===== src/rtl/head_phase_pkg.sv =====
package head_phase_pkg;
  localparam int unsigned NPH   = 4;
  localparam int unsigned IDX_W = $clog2(NPH);

  typedef enum logic {
    DRV_WAVE = 1'b0,
    DRV_FULL = 1'b1
  } drv_mode_e;

  typedef logic [IDX_W-1:0] ph_idx_t;

  // cyclic neighbour; NPH is a power of two so the index wraps naturally
  function automatic ph_idx_t ph_step(ph_idx_t cur, logic up);
    return up ? ph_idx_t'(cur + 1'b1) : ph_idx_t'(cur - 1'b1);
  endfunction
endpackage


===== src/rtl/hp_settle_timer.sv =====
module hp_settle_timer #(
  parameter int unsigned SETTLE_CYC = 2
) (
  input  logic clk_i,
  input  logic rst_ni,
  input  logic enable_i,
  output logic energized_o,
  output logic ready_o
);
  localparam int unsigned CNT_W = $clog2(SETTLE_CYC + 1);
  localparam logic [CNT_W-1:0] LOAD = CNT_W'(SETTLE_CYC);

  logic [CNT_W-1:0] cnt_q;
  logic             en_q;

  always_ff @(posedge clk_i or negedge rst_ni) begin
    if (!rst_ni) begin
      cnt_q <= LOAD;
      en_q  <= 1'b0;
    end else begin
      en_q <= enable_i;
      if (!enable_i)          cnt_q <= LOAD;
      else if (cnt_q != '0)   cnt_q <= cnt_q - 1'b1;
    end
  end

  assign energized_o = en_q;
  assign ready_o     = en_q && (cnt_q == '0);
endmodule


===== src/rtl/hp_pos_counter.sv =====
module hp_pos_counter #(
  parameter int unsigned POS_W = 8
) (
  input  logic                    clk_i,
  input  logic                    rst_ni,
  input  logic                    req_i,
  input  logic                    dir_i,
  output logic                    move_o,
  output logic signed [POS_W-1:0] pos_o
);
  localparam logic signed [POS_W-1:0] PMAX = {1'b0, {(POS_W-1){1'b1}}};
  localparam logic signed [POS_W-1:0] PMIN = {1'b1, {(POS_W-1){1'b0}}};

  logic signed [POS_W-1:0] pos_q;
  logic                    at_lim;

  assign at_lim = dir_i ? (pos_q == PMAX) : (pos_q == PMIN);
  assign move_o = req_i && !at_lim;

  always_ff @(posedge clk_i or negedge rst_ni) begin
    if (!rst_ni)      pos_q <= '0;
    else if (move_o)  pos_q <= dir_i ? pos_q + 1'b1 : pos_q - 1'b1;
  end

  assign pos_o = pos_q;
endmodule


===== src/rtl/hp_phase_ring.sv =====
module hp_phase_ring
  import head_phase_pkg::*;
(
  input  logic           clk_i,
  input  logic           rst_ni,
  input  logic           adv_i,
  input  logic           dir_i,
  input  logic           full_i,
  input  logic           energized_i,
  output drv_mode_e      mode_o,
  output logic [NPH-1:0] phase_n_o
);
  ph_idx_t   idx_q;
  ph_idx_t   idx_nb;
  drv_mode_e mode_q;

  always_ff @(posedge clk_i or negedge rst_ni) begin
    if (!rst_ni) begin
      idx_q  <= '0;
      mode_q <= DRV_WAVE;
    end else begin
      mode_q <= full_i ? DRV_FULL : DRV_WAVE;
      if (adv_i) idx_q <= ph_step(idx_q, dir_i);
    end
  end

  assign idx_nb = ph_step(idx_q, 1'b1);

  for (genvar k = 0; k < NPH; k++) begin : g_line
    logic on;
    assign on = (idx_q == ph_idx_t'(k)) ||
                ((mode_q == DRV_FULL) && (idx_nb == ph_idx_t'(k)));
    assign phase_n_o[k] = !(energized_i && on);
  end

  assign mode_o = mode_q;
endmodule


===== src/rtl/head_phase_seq.sv =====
module head_phase_seq
  import head_phase_pkg::*;
#(
  parameter int unsigned CLK_HZ    = 250_000_000,
  parameter int unsigned SETTLE_MS = 20,
  parameter int unsigned POS_W     = 8
) (
  input  logic                    clk_i,
  input  logic                    rst_ni,
  input  logic                    step_i,
  input  logic                    dir_i,
  input  logic                    full_step_i,
  input  logic                    enable_i,
  output logic [3:0]              phase_n_o,
  output logic                    ready_o,
  output logic signed [POS_W-1:0] pos_o
);
  localparam int unsigned RAW_CYC    = (CLK_HZ / 1000) * SETTLE_MS;
  localparam int unsigned SETTLE_CYC = (RAW_CYC < 2) ? 2 : RAW_CYC;

  logic      energized;
  logic      rdy;
  logic      move;
  drv_mode_e mode;

  hp_settle_timer #(.SETTLE_CYC(SETTLE_CYC)) u_settle (
    .clk_i       (clk_i),
    .rst_ni      (rst_ni),
    .enable_i    (enable_i),
    .energized_o (energized),
    .ready_o     (rdy)
  );

  hp_pos_counter #(.POS_W(POS_W)) u_pos (
    .clk_i  (clk_i),
    .rst_ni (rst_ni),
    .req_i  (step_i && rdy),
    .dir_i  (dir_i),
    .move_o (move),
    .pos_o  (pos_o)
  );

  hp_phase_ring u_ring (
    .clk_i       (clk_i),
    .rst_ni      (rst_ni),
    .adv_i       (move),
    .dir_i       (dir_i),
    .full_i      (full_step_i),
    .energized_i (energized),
    .mode_o      (mode),
    .phase_n_o   (phase_n_o)
  );

  assign ready_o = rdy;
endmodule


===== config.mk =====
export PLATFORM = sky130hd
export DESIGN_NAME = head_phase_seq
export DESIGN_NICKNAME = d
export VERILOG_FILES = /design/src/rtl/head_phase_pkg.sv /design/src/rtl/hp_settle_timer.sv /design/src/rtl/hp_pos_counter.sv /design/src/rtl/hp_phase_ring.sv /design/src/rtl/head_phase_seq.sv
export SDC_FILE = /design/constraint.sdc
export NUM_CORES = 1
export LEC_CHECK = 0
export BUFFER_PORTS_ARGS = -buffer_cell sky130_fd_sc_hd__buf_4
export CAP_MARGIN = 20
export CORE_MARGIN = 1
export CORE_UTILIZATION = 50
export DETAILED_ROUTE_END_ITERATION = 8
export GPL_TIMING_DRIVEN = 0
export PLACE_DENSITY_LB_ADDON = 0.15
export SLEW_MARGIN = 20
export SYNTH_ARGS = -nofsm -noshare
export SYNTH_HDL_FRONTEND = slang
export SYNTH_HIERARCHICAL = 1
export SYNTH_SLANG_ARGS = --single-unit

===== constraint.sdc =====
create_clock -name clk_i -period 3.6 [get_ports clk_i]
set_clock_uncertainty 0.1 [all_clocks]
set_input_delay 0.54 -clock clk_i [delete_from_list [all_inputs] [get_ports clk_i]]
set_output_delay 0.54 -clock clk_i [all_outputs]
set_load 0.01 [all_outputs]

Word level (Yosys, flattened, before mapping)
Index checks and enable logic that the tools add are counted.

Flip-flop bits (word level): 35. Input bits: 6. Output and inout bits: 13.

$add $sub $neg: 5. Eq/ne operators: 9. Mux-type cells: 6. Reduce and logical (&&, ||, !) cells: 24.

Operator list (count): $mux 23 (2); $logic_not 23->1 (1); $reduce_bool 23->1 (1); $sub 23x1->23 const B (1); $eq 8x8->1 const B (2); $logic_and 1x1->1 (11); $add 8x1->8 const B (1); $eq 2x2->1 const B (4); $mux 8 (1); $sub 8x1->8 const B (1); $logic_not 1->1 (5); $eq 2x1->1 const B (2); $logic_not 2->1 (2); $logic_or 1x1->1 (4); $add 2x1->2 const B (1); $mux 1 (2); $mux 2 (1); $ne 2x1->1 const B (1); $sub 2x1->2 const B (1).

Depth between registers and ports, before layout
Depth in word-level cells: 6. Depth in mapped cells: 11.

By module
The synthesis kept the hierarchy.

By module, submodules not included: hp_settle_timer (instances 1, cells each 134, area each 1372.6 µm²); hp_pos_counter (instances 1, cells each 62, area each 598.1 µm²); hp_phase_ring (instances 1, cells each 20, area each 205.2 µm²); head_phase_seq (instances 1, cells each 1, area each 6.3 µm²).

Worst setup path before layout
No wires, ideal clock.

Kind: reg-to-reg. From: register u_settle.cnt_q[20]. To: register u_ring.idx_q[1]. Library setup time: 0.079 ns. Data arrival time: 2.275 ns. Data required time: 3.421 ns. Slack: 1.145 ns. Cell stages (with the launch flop): 10. Path through: dfrtp_1 > or4_4 > nor4_4 > buf_6 > and3_1 > and2_1 > o31ai_4 > buf_2 > inv_1 > mux2i_1.

Cells in the longest elaborated chain, start to end: 4.

Ends and longest elaborated chain: start, declared (line hp_settle_timer.sv:13) `logic [CNT_W-1:0] cnt_q;`; start signal, assigned (line hp_settle_timer.sv:23) `else if (cnt_q != '0) cnt_q <= cnt_q - 1'b1;`; $logic_not 23->1 (line hp_settle_timer.sv:28) `assign ready_o = en_q && (cnt_q == '0);`; $logic_and 1x1->1 (line hp_settle_timer.sv:28); net ready_o (line head_phase_seq.sv:15) `output logic ready_o,`; $logic_and 1x1->1 (line head_phase_seq.sv:37) `.req_i (step_i && rdy),`; $logic_and 1x1->1 (line hp_pos_counter.sv:18) `assign move_o = req_i && !at_lim;`; net move (line head_phase_seq.sv:23) `logic move;`; end signal, assigned (line hp_phase_ring.sv:23) `if (adv_i) idx_q <= ph_step(idx_q, dir_i);`; end, declared (line hp_phase_ring.sv:13) `ph_idx_t idx_q;`.

The timed path passes the listed nets, and every way through them passes these cells. A chain may end at the register's enable or synchronous reset.

Worst setup path after layout
From: register u_settle.cnt_q[20]. To: output ready_o.

Cells in the longest elaborated chain, start to end: 2.

Ends and longest elaborated chain (line): $logic_not 23->1 (hp_settle_timer.sv:28); $logic_and 1x1->1 (hp_settle_timer.sv:28); end, declared (head_phase_seq.sv:15).

No other way between the ends.

==> results.tsv <==
stage	metric	value	unit
yosys	synthCells	217	
power	power_frac_clock	33.2	%
routing	drcViolationCount	0	
die	start_util	53.40	%
clock_network	numClockSinks	35	
routing	wl	4202	µm
place	place_hpwl	3042	µm
power	seqPwrFrac	52.6	%
yosys	synth_flop_cell	dfrtp_1	
place	portBuffers	18	
power	p_leak	1.069	nW
finish	final_cell_area	0.002461	mm²
timing	max_freq	0.3628	GHz
global_route	grt_max_degree	36	
clock_network	cts_hold_buf	0	
clock_network	clk_path_buf_depth	2	
place	dp_cells	285	
die	chipWidth	68.06	µm
power	peakVddDrop	0.2425	mV
routing	drt_first_iter_violations	105	
timing	drv_slew	0	
finish	fin_util	60.23	%
timing	whs	89.77	ps
setup_path	cp_data_arrival_time	2120	ps
power	p_total	835.3	µW
setup_path	crit_chain	or4_4, nor4_4, buf_6, and3_1, buf_4	
die	ios	19	
die	num_rows	23	
routing	viasPerCell	5.642	
die	design.core.area	0.004086	mm²
timing	setup_viol	0	
die	dieHeight	68.06	µm
setup_path	path_buf_inv	2	
power	p_switching	229.9	µW
setup_path	r2r-end	u_ring/idx_q[1]	
setup_path	cpLargestDelayFamily	simple AND/OR/NAND/NOR gates	
setup_path	cp_slowest_stage_delay	560	ps
die	dieArea	0.004632	mm²
clock_network	cts_buffers	5	
yosys	syn-cell-area	0.002182	mm²
finish	num-fill-cells	369	
timing	max_slew_margin	61.93	%
global_route	grt_pass1_wl	7072	µm
clock_network	cts_resized	0	
timing	final_hold_viol_count	0	
power	p_int	605.4	µW
routing	ant_nets	0	
yosys	synth_edf_count	0	
global_route	track_usage	21.21	%
yosys	syn_nets	235	
global_route	first_global_vias	1508	
clock_network	htree_levels	2	
routing	routedWlPerCell	14.34	µm
setup_path	regToRegSetupSlack	930	ps
setup_path	required	2960	ps
yosys	yosys_warnings	6	
global_route	antenna_found_initial	0	
power	pwr_density_cell	339.4	mW/mm²
clock_network	post_cts_buffers	0	
timing	tightest_slew	556.6	ps
yosys	yosysSeqAreaShare	40.60	%
finish	instances_no_fill	293	
clock_network	clock-root-buffer	clkbuf_8	
setup_path	startpoint_type	flip-flop	
global_route	overflow	0	
clock_network	cts.clk_slew.worst_paths	70	ps
yosys	async_flop_share	100.0	%
routing	dr.pass1.iters	4	
timing	finalCriticalPeriod	2756	ps
yosys	synth_seq_cells	35	
timing	post-route-period-util	76.55	%
setup_path	timing.rr.start	u_settle/cnt_q[20]	
setup_path	cp_max_fo	10	
finish	areaGrowthSynthToFinish	12.79	%
flow_run	max-cap-violations	0	
place	gp_congestion	0.8161	
timing	rsz0062_at_grt	no	
finish	final_nets	260	
run_status	status	finished clean	
yosys	avgSynthCellArea	10.06	µm²
worst_hold_path	hp-class	in -> async	
setup_path	cp_slowest_cell	or4_4	
place	place_ws	953.3	ps
clock_network	clock_latency	290	ps
timing	setup_tns	0	ps
place	post_dp_cell_area	0.002380	mm²
clock_network	tritoncts	done	
routing	num_vias	1653	
finish	drive_gt1_share	23.87	%
finish	diodes	0	
yosys	ys_types	52	
power	swShare	27.53	%
power	comb_power_share	14.1	%
timing	fin_ws	844.0	ps
setup_path	path_class	reg -> out	
setup_path	cp-end-kind	output pin	
setup_path	reg2reg_depth	9	
## synthesized netlist by cell type (2+ instances only)
| master | n | area (µm²) |
|---|---|---|
| nor3_1 | 2 | 10.01 |
| nand3_1 | 6 | 30.03 |
| mux2i_1 | 2 | 20.02 |
| buf_6 | 3 | 33.78 |
| a21o_1 | 5 | 37.54 |
| and3_1 | 2 | 12.51 |
| nor3b_1 | 2 | 15.01 |
| dfstp_2 | 8 | 210.2 |
| or4_1 | 3 | 22.52 |
| nor2_1 | 20 | 75.07 |
| ha_1 | 11 | 137.6 |
| a21boi_0 | 2 | 15.01 |
| a21oi_2 | 3 | 26.28 |
| o21ai_1 | 2 | 10.01 |
| o21ai_0 | 10 | 50.05 |
| xnor2_1 | 15 | 131.4 |
| o31ai_1 | 3 | 22.52 |
| nand4_1 | 2 | 12.51 |
| a2111oi_2 | 3 | 45.04 |
| a211oi_1 | 3 | 22.52 |
| or4_4 | 4 | 45.04 |
| nand2_1 | 22 | 82.58 |
| inv_1 | 10 | 37.54 |
| a21oi_1 | 12 | 60.06 |
| dfrtp_1 | 27 | 675.7 |
| nor4_1 | 2 | 12.51 |
| a211oi_2 | 2 | 25.02 |
| xor2_1 | 6 | 52.55 |
| or3_1 | 2 | 12.51 |
## per-layer routing
layer	up-vias	part of all wire (%)	global-route usage, %
met1	787	51	28.62
met2	29	44	31.13
met4	0	0.95	9.375
li1	833	-	-
met5	-	0	0
met3	4	4.4	6.333
## cells in the final DEF, fill, tap and decap left out, drive strengths merged, types with 2 or more instances in the layout
cell	instances
a2111oi	4
a211oi	5
a21boi	2
a21o	6
a21oi	15
and3	2
buf	22
clkbuf	8
dfrtp	27
dfstp	8
ha	11
inv	10
mux2i	2
nand2	23
nand3	6
nand4	3
nor2	20
nor3	3
nor3b	2
nor4	4
o21ai	12
o31ai	4
or3	3
or4	7
xnor2	15
xor2	6
## cell type report
| class | instances | area (µm²) | share of cell area, % |
|---|---|---|---|
| flip-flops and latches | 35 | 885.9 | 35.99 |
| inverters | 10 | 37.54 | 1.525 |
| clock buffers | 7 | 76.32 | 3.101 |
| plain buffers | 6 | 52.55 | 2.135 |
| well taps | 50 | 62.56 | 2.542 |
| clock inverters | 1 | 5.005 | 0.2034 |
| repair buffers | 18 | 135.1 | 5.491 |
| multi-input cells | 166 | 1206 | 49.01 |
## flip-flops by register name, summed over array words and instances (netlist names)
| signal | cells |
|---|---|
| u_pos/pos_o | 8 |
| u_ring/idx_q | 2 |
| u_ring/mode_o | 1 |
| u_settle/cnt_q | 23 |
| u_settle/energized_o | 1 |
## worst max-delay path by stage
stage	startpoint	end	depth (start not counted)	slack (ps)
after floorplan	u_settle/cnt_q[20]	u_ring/idx_q[1]	9	1150
after global placement	u_settle/cnt_q[20]	u_ring/idx_q[1]	9	960
after detailed placement	u_settle/cnt_q[20]	u_ring/idx_q[1]	9	950
after CTS	u_settle/cnt_q[0]	ready_o	7	840
after global routing	u_settle/cnt_q[0]	ready_o	7	690
final	u_settle/cnt_q[20]	ready_o	5	840
## power groups by stage
stage          logic, mW  registers, mW  clock network [mW]
2_1_floorplan     0.0898          0.442                   0
3_3_place_gp       0.117          0.446                   0
3_5_place_dp       0.119          0.446                   0
4_1_cts            0.119          0.440               0.290
5_1_grt            0.136          0.442               0.306
6_report           0.118          0.439               0.278
## kinds of logic (layout without fill, tap and decap cells)
group / count (synthesis) / count (layout) / share of synthesized area [%]
buffers and inverters: 16 / 42 / 4.128
flip-flops: 35 / 35 / 40.60
AO/OA/AOI/OAI: 51 / 51 / 17.55
AND/OR/NAND/NOR: 79 / 79 / 20.64
adder cells (fa/ha/maj): 12 / 12 / 7.225
XOR/XNOR: 21 / 21 / 8.429
multiplexers: 3 / 3 / 1.433
(Power assumes the default switching activity.)
